==> src/rtl/rtc_pkg.sv <==
// Shared types and helpers for the BCD timekeeper.
// Assumes every field is a two-digit packed BCD byte (high nibble = tens).
package rtc_pkg;

    localparam int unsigned DIGITS_W = 8;

    localparam logic [DIGITS_W-1:0] BCD_00 = 8'h00;
    localparam logic [DIGITS_W-1:0] BCD_01 = 8'h01;
    localparam logic [DIGITS_W-1:0] HUND_LAST  = 8'h99;
    localparam logic [DIGITS_W-1:0] SIXTY_LAST = 8'h59;
    localparam logic [DIGITS_W-1:0] H24_LAST   = 8'h23;
    localparam logic [DIGITS_W-1:0] H12_ELEVEN = 8'h11;
    localparam logic [DIGITS_W-1:0] H12_TWELVE = 8'h12;
    localparam logic [DIGITS_W-1:0] WEEK_LAST  = 8'h07;
    localparam logic [DIGITS_W-1:0] MONTH_LAST = 8'h12;
    localparam logic [DIGITS_W-1:0] YEAR_LAST  = 8'h99;

    // Whole calendar state held as one packed record.
    typedef struct packed {
        logic [DIGITS_W-1:0] year;
        logic [DIGITS_W-1:0] month;
        logic [DIGITS_W-1:0] date;
        logic [DIGITS_W-1:0] dow;
        logic                pm;
        logic [DIGITS_W-1:0] hour;
        logic [DIGITS_W-1:0] min;
        logic [DIGITS_W-1:0] sec;
        logic [DIGITS_W-1:0] hund;
    } rtc_time_t;

    // Add one to a two-digit BCD value; 99 is never fed in by callers.
    function automatic logic [DIGITS_W-1:0] bcd_inc(input logic [DIGITS_W-1:0] v);
        logic [DIGITS_W-1:0] r;
        if (v[3:0] >= 4'd9) begin
            r = {v[7:4] + 4'd1, 4'd0};
        end else begin
            r = {v[7:4], v[3:0] + 4'd1};
        end
        return r;
    endfunction

endpackage

==> src/rtl/bcd_roll.sv <==
// One wrapping two-digit BCD field.
// When en is high the value steps by one, or returns to lo once it has
// reached hi or beyond (so an out-of-range value recovers).
// wrap flags that return and feeds the next field's enable.
module bcd_roll
    import rtc_pkg::*;
(
    input  logic                en,
    input  logic [DIGITS_W-1:0] val,
    input  logic [DIGITS_W-1:0] lo,
    input  logic [DIGITS_W-1:0] hi,
    output logic [DIGITS_W-1:0] nxt,
    output logic                wrap
);

    // Decide wrap and next value for this field.
    always_comb begin
        wrap = en && (val >= hi);
        if (!en) begin
            nxt = val;
        end else if (wrap) begin
            nxt = lo;
        end else begin
            nxt = bcd_inc(val);
        end
    end

endmodule

==> src/rtl/hour_unit.sv <==
// Hour field with 24-hour and 12-hour counting.
// Assumes the hour held is valid for the mode selected; the PM flag is
// only altered in 12-hour mode. day_inc pulses on the step into a new day.
module hour_unit
    import rtc_pkg::*;
(
    input  logic                en,
    input  logic                mode_12h,
    input  logic [DIGITS_W-1:0] hour,
    input  logic                pm,
    output logic [DIGITS_W-1:0] hour_n,
    output logic                pm_n,
    output logic                day_inc
);

    // Next hour, next PM flag and day carry for either counting mode.
    always_comb begin
        hour_n  = hour;
        pm_n    = pm;
        day_inc = 1'b0;
        if (en) begin
            if (mode_12h) begin
                if (hour == H12_ELEVEN) begin
                    hour_n  = H12_TWELVE;
                    pm_n    = ~pm;
                    day_inc = pm;
                end else if (hour >= H12_TWELVE) begin
                    hour_n = BCD_01;
                end else begin
                    hour_n = bcd_inc(hour);
                end
            end else begin
                if (hour >= H24_LAST) begin
                    hour_n  = BCD_00;
                    day_inc = 1'b1;
                end else begin
                    hour_n = bcd_inc(hour);
                end
            end
        end
    end

endmodule

==> src/rtl/month_days.sv <==
// Last date of the current month, in BCD.
// Leap rule: the two-digit BCD year divisible by 4 (00 included), which
// holds for every year from 2000 through 2099.
module month_days
    import rtc_pkg::*;
(
    input  logic [DIGITS_W-1:0] month,
    input  logic [DIGITS_W-1:0] year,
    output logic [DIGITS_W-1:0] last_date
);

    logic leap;

    // 10*T + U is a multiple of 4 when U is 0/4/8 for even T, 2/6 for odd T.
    always_comb begin
        if (year[4]) begin
            leap = (year[3:0] == 4'd2) || (year[3:0] == 4'd6);
        end else begin
            leap = (year[3:0] == 4'd0) || (year[3:0] == 4'd4) || (year[3:0] == 4'd8);
        end
    end

    // Pick the month length from the month number and leap flag.
    always_comb begin
        unique case (month)
            8'h02:                      last_date = leap ? 8'h29 : 8'h28;
            8'h04, 8'h06, 8'h09, 8'h11: last_date = 8'h30;
            default:                    last_date = 8'h31;
        endcase
    end

endmodule

==> src/rtl/bcd_timekeeper.sv <==
// BCD real-time clock and calendar core.
// Advances one hundredth per cycle with tick high; a load replaces every
// field and wins over a coincident tick. Assumes loaded values are valid
// BCD within range and that mode_12h changes only together with a load.
module bcd_timekeeper
    import rtc_pkg::*;
#(
    parameter logic [7:0] RST_YEAR  = 8'h00,
    parameter logic [7:0] RST_MONTH = 8'h01,
    parameter logic [7:0] RST_DATE  = 8'h01,
    parameter logic [7:0] RST_DOW   = 8'h01
) (
    input  logic       clk,
    input  logic       rst_n,
    input  logic       tick,
    input  logic       mode_12h,
    input  logic       load,
    input  logic [7:0] ld_hund,
    input  logic [7:0] ld_sec,
    input  logic [7:0] ld_min,
    input  logic [7:0] ld_hour,
    input  logic       ld_pm,
    input  logic [7:0] ld_dow,
    input  logic [7:0] ld_date,
    input  logic [7:0] ld_month,
    input  logic [7:0] ld_year,
    output logic [7:0] q_hund,
    output logic [7:0] q_sec,
    output logic [7:0] q_min,
    output logic [7:0] q_hour,
    output logic       q_pm,
    output logic [7:0] q_dow,
    output logic [7:0] q_date,
    output logic [7:0] q_month,
    output logic [7:0] q_year
);

    localparam int unsigned N_SIXTY = 2;   // seconds, minutes

    rtc_time_t cur, nxt, ld_val;

    logic [DIGITS_W-1:0] hund_n;
    logic                w_hund;
    logic [DIGITS_W-1:0] sx_val  [N_SIXTY];
    logic [DIGITS_W-1:0] sx_nxt  [N_SIXTY];
    logic                sx_en   [N_SIXTY];
    logic                sx_wrap [N_SIXTY];
    logic [DIGITS_W-1:0] hour_n;
    logic                pm_n;
    logic                day_inc;
    logic [DIGITS_W-1:0] last_date;
    logic [DIGITS_W-1:0] date_n;
    logic                w_date;
    logic [DIGITS_W-1:0] month_n;
    logic                w_month;
    logic [DIGITS_W-1:0] dow_n;
    logic [DIGITS_W-1:0] year_n;

    // Hundredths: the base of the carry chain, stepped directly by tick.
    bcd_roll u_hund (
        .en   (tick),
        .val  (cur.hund),
        .lo   (BCD_00),
        .hi   (HUND_LAST),
        .nxt  (hund_n),
        .wrap (w_hund)
    );

    assign sx_val[0] = cur.sec;
    assign sx_val[1] = cur.min;

    // Seconds and minutes share one base-60 stage each, chained in order.
    for (genvar g = 0; g < N_SIXTY; g++) begin : g_sixty
        if (g == 0) begin : g_first
            assign sx_en[g] = w_hund;
        end else begin : g_rest
            assign sx_en[g] = sx_wrap[g-1];
        end
        bcd_roll u_roll (
            .en   (sx_en[g]),
            .val  (sx_val[g]),
            .lo   (BCD_00),
            .hi   (SIXTY_LAST),
            .nxt  (sx_nxt[g]),
            .wrap (sx_wrap[g])
        );
    end

    // Hours with 12/24 selection and the day carry.
    hour_unit u_hour (
        .en       (sx_wrap[N_SIXTY-1]),
        .mode_12h (mode_12h),
        .hour     (cur.hour),
        .pm       (cur.pm),
        .hour_n   (hour_n),
        .pm_n     (pm_n),
        .day_inc  (day_inc)
    );

    // Month length for the date wrap point.
    month_days u_len (
        .month     (cur.month),
        .year      (cur.year),
        .last_date (last_date)
    );

    // Date of month, wrapping at the computed last date.
    bcd_roll u_date (
        .en   (day_inc),
        .val  (cur.date),
        .lo   (BCD_01),
        .hi   (last_date),
        .nxt  (date_n),
        .wrap (w_date)
    );

    // Month, stepped on the date wrap.
    bcd_roll u_month (
        .en   (w_date),
        .val  (cur.month),
        .lo   (BCD_01),
        .hi   (MONTH_LAST),
        .nxt  (month_n),
        .wrap (w_month)
    );

    // Day of week and year have no carry out, so they are stepped inline.
    always_comb begin
        dow_n = cur.dow;
        if (day_inc) begin
            dow_n = (cur.dow >= WEEK_LAST) ? BCD_01 : bcd_inc(cur.dow);
        end
        year_n = cur.year;
        if (w_month) begin
            year_n = (cur.year >= YEAR_LAST) ? BCD_00 : bcd_inc(cur.year);
        end
    end

    // Gather the next calendar state from the field stages.
    always_comb begin
        nxt.hund  = hund_n;
        nxt.sec   = sx_nxt[0];
        nxt.min   = sx_nxt[1];
        nxt.hour  = hour_n;
        nxt.pm    = pm_n;
        nxt.dow   = dow_n;
        nxt.date  = date_n;
        nxt.month = month_n;
        nxt.year  = year_n;
    end

    // Pack the load port into the state record.
    always_comb begin
        ld_val.hund  = ld_hund;
        ld_val.sec   = ld_sec;
        ld_val.min   = ld_min;
        ld_val.hour  = ld_hour;
        ld_val.pm    = ld_pm;
        ld_val.dow   = ld_dow;
        ld_val.date  = ld_date;
        ld_val.month = ld_month;
        ld_val.year  = ld_year;
    end

    // State register: reset, then load over tick, then count.
    always_ff @(posedge clk) begin
        if (!rst_n) begin
            cur.hund  <= BCD_00;
            cur.sec   <= BCD_00;
            cur.min   <= BCD_00;
            cur.hour  <= BCD_00;
            cur.pm    <= 1'b0;
            cur.dow   <= RST_DOW;
            cur.date  <= RST_DATE;
            cur.month <= RST_MONTH;
            cur.year  <= RST_YEAR;
        end else if (load) begin
            cur <= ld_val;
        end else if (tick) begin
            cur <= nxt;
        end
    end

    assign q_hund  = cur.hund;
    assign q_sec   = cur.sec;
    assign q_min   = cur.min;
    assign q_hour  = cur.hour;
    assign q_pm    = cur.pm;
    assign q_dow   = cur.dow;
    assign q_date  = cur.date;
    assign q_month = cur.month;
    assign q_year  = cur.year;

endmodule

==> config.mk <==
export PLATFORM = sky130hd
export DESIGN_NAME = bcd_timekeeper
export DESIGN_NICKNAME = d
export VERILOG_FILES = /design/src/rtl/rtc_pkg.sv /design/src/rtl/bcd_roll.sv /design/src/rtl/hour_unit.sv /design/src/rtl/month_days.sv /design/src/rtl/bcd_timekeeper.sv
export SDC_FILE = /design/constraint.sdc
export NUM_CORES = 1
export LEC_CHECK = 0
export ABC_CLOCK_PERIOD_IN_PS = 2900
export CORE_ASPECT_RATIO = 0.75
export CORE_MARGIN = 5
export CORE_UTILIZATION = 58
export CTS_CLUSTER_SIZE = 25
export DETAILED_ROUTE_END_ITERATION = 7
export DONT_BUFFER_PORTS = 1
export PLACE_DENSITY_LB_ADDON = 0.25
export RECOVER_POWER = 100
export SYNTH_ARGS = -nofsm -noshare
export SYNTH_HDL_FRONTEND = slang
export SYNTH_SLANG_ARGS = --single-unit
==> constraint.sdc <==
create_clock -name clk -period 2.9 [get_ports clk]
set_clock_uncertainty 0.1 [all_clocks]
set_input_delay 0.435 -clock clk [delete_from_list [all_inputs] [get_ports clk]]
set_output_delay 0.435 -clock clk [all_outputs]
set_load 0.03 [all_outputs]
==> out/results.ini <==
[clock_tree]
cts_tree=done
clk_pin_slew_ns=0.07
clock_path_buffers=2
cts.sinks=65
ctsHoldBuffers=0
insertion_delay_ns=0.35
clock-root-buffer=clkbuf_8
numCtsBuffers=9
h-tree-depth=3

[finish]
nFillCells=590
seq_area_um2=1320
multi_input_area_um2=3180
area_delta_synth_final_pct=19.8
drive_gt1_share_pct=16.4
final_cell_mix=58 x dfxtp_1, 47 x nand2_1, 44 x nor2_1
antenna_cells=0
fin_nets=735
final_common_cell=dfxtp_1

[logic_synthesis]
synth-seq-area-share_pct=29.0
synth_ff_type=dfxtp_1
netlist_area_um2=4490
synth_enable_flop_cells=0
async_reset_ff_share_pct=0
syn-num-nets=678
synth_cell_types=71
synth_warnings=0
synth.ff_latch_count=65
syn_avg_cell_area_um2=8.04
postSynthCellCount=559

[setup_path]
crit_path_frequent_cell=ha_4
arrival_ns=3.11
crit_family=compound AO/OA/AOI/OAI gates
worstPathMaxFanout=5
cp.buffers_inverters=1
critPathLaunchType=register
crit_cells=13
worstSetupPathType=reg2reg
worst_ep_required_time_ns=3.04
cp_slowest_cell=dfxtp_4
cp-end-kind=register
path_cells=inv_4, ha_4, o211ai_1, a21oi_2, o21ai_2, mux2_4, ha_4, nor4b_4, o221a_4, nand3_4, a31oi_4, a31oi_1, a221oi_1
max_stage_delay_ns=0.37
reg2regPathDepth=13

[detailed_routing]
drc=0
drt_iter0_markers=456
vias=4694
ant_nets=0
wire_per_inst_um=20.0
vias_per_cell=6.50
wl_um=14400
first_pass_iters=5

[timing]
grt_setup_unrepaired=true
layout_min_cycle_time_ns=2.97
tightestPinTransition_ns=1.04
fmax_ghz=0.337
max_slew_margin_pct=30.8
hold_viol=0
setup_violations=8
period_share_pct=102
fin_ws_ns=-0.0699
slew_violations=0

[global_route]
grt_max_degree=83
grt_pass1_vias=4551
grt_pass1_wl_um=23000
grt_overflow=0
antenna_found_initial=0
track_usage_pct=28.8

[pwr]
powerDensity_nw_per_um2=443
vdd_drop_max_v=0.000287
power.leakage_nw=2.11
finalPower_mw=2.38

[job]
drv_cap=0

[place]
place_ws_ns=-0.208
gp_congestion=0.937
hpwl_um=9980
port_buffers=0

[floorplan]
ioPinCount=135
die_y_um=86.2
start_util_pct=60.4
dieArea_um2=9620
core_area_um2=7430
rows=27
die_w_um=112

[min_path]
min_path_cells=1
hp-class=in2reg

[run_status]
status=finished with violations
violations=setup timing

power breakdown:
group | switching [mW] | internal, mW | leakage (nW)
combinational | 0.402 | 0.237 | 1.49
sequential | 0.0952 | 0.952 | 0.540
clock | 0.366 | 0.332 | 0.0834
layout make-up:
type | count | share of cell area (%)
sequential | 65 | 24.5
tap | 101 | 2.35
clock inverter | 3 | 0.325
clock buffer | 13 | 2.77
inverter | 38 | 2.84
timing repair buffer | 72 | 8.11
multi-input combinational | 430 | 59.1
logic make-up after synthesis:
group | synth area share [%]
AO/OA/AOI/OAI | 30.1
XOR/XNOR | 1.75
adder cells (fa/ha/maj) | 13.6
buffers and inverters | 5.49
flip-flops | 29.0
multiplexers | 0.251
AND/OR/NAND/NOR | 19.8
metrics by stage:
step | setup TNS (ns) | hold slack [ns] | instances | area (um^2) | util, %
2_1_floorplan | 0 | 0.450 | 559 | 4550 | -
3_3_place_gp | -0.0900 | 0.373 | 699 | 5050 | 68.0
3_5_place_dp | -2.43 | 0.394 | 699 | 5050 | 68.0
4_1_cts | -0.0155 | 0.0763 | 719 | 5370 | 72.3
5_1_grt | -3.41 | 0.0851 | 722 | 5380 | 72.4
6_report | -0.301 | 0.0924 | 722 | 5380 | 72.4
metal layers:
layer	global-route usage [%]	share of wire [%]
met5	0	0
met4	6.30	1.2
met2	47.1	47
met1	37.0	41
met3	10.0	11
cell usage after synthesis, drive strengths merged, types with 5 or more instances:
library cell	n	share of area [%]
dfxtp	65	29
ha	49	14
nand2	48	4.1
nor2	45	3.8
a21oi	44	5.2
inv	37	3.1
o21ai	34	3.8
nand3	23	2.6
clkbuf	21	1.8
a211oi	18	3.1
a31oi	14	2.4
a22oi	11	1.8
nor3	10	1.1
and3	8	1.1
o31ai	8	1.3
a221oi	7	1.4
o211ai	7	1.2
and2	6	0.84
a32oi	5	0.97
buf	5	0.56
nor2b	5	0.70
or3	5	0.70
xnor2	5	0.97
timing repair:
action,CTS,global route
setup buffers,4,2
gates resized for setup,26,29
pin swaps,9,22
gates cloned,0,1
endpoints found under the setup margin,22,23
path summary, 6_finish.rpt:
| check | from | end | slack (ns) |
|---|---|---|---|
| setup / recovery | q_month[0] | q_date[4] | -0.07 |
| hold / removal | rst_n | q_date[0] | 0.09 |
| setup reg to reg | q_month[0] | q_date[4] | -0.07 |
| hold reg to reg | q_hund[5] | q_hund[5] | 0.40 |
registers in the layout, indices dropped and copies added, names as in the netlist:
| signal | cells |
|---|---|
| q_date | 8 |
| q_dow | 8 |
| q_hour | 8 |
| q_hund | 8 |
| q_min | 8 |
| q_month | 8 |
| q_sec | 8 |
| q_year | 8 |
| q_pm | 1 |
Power figures use the tool's default switching activity.
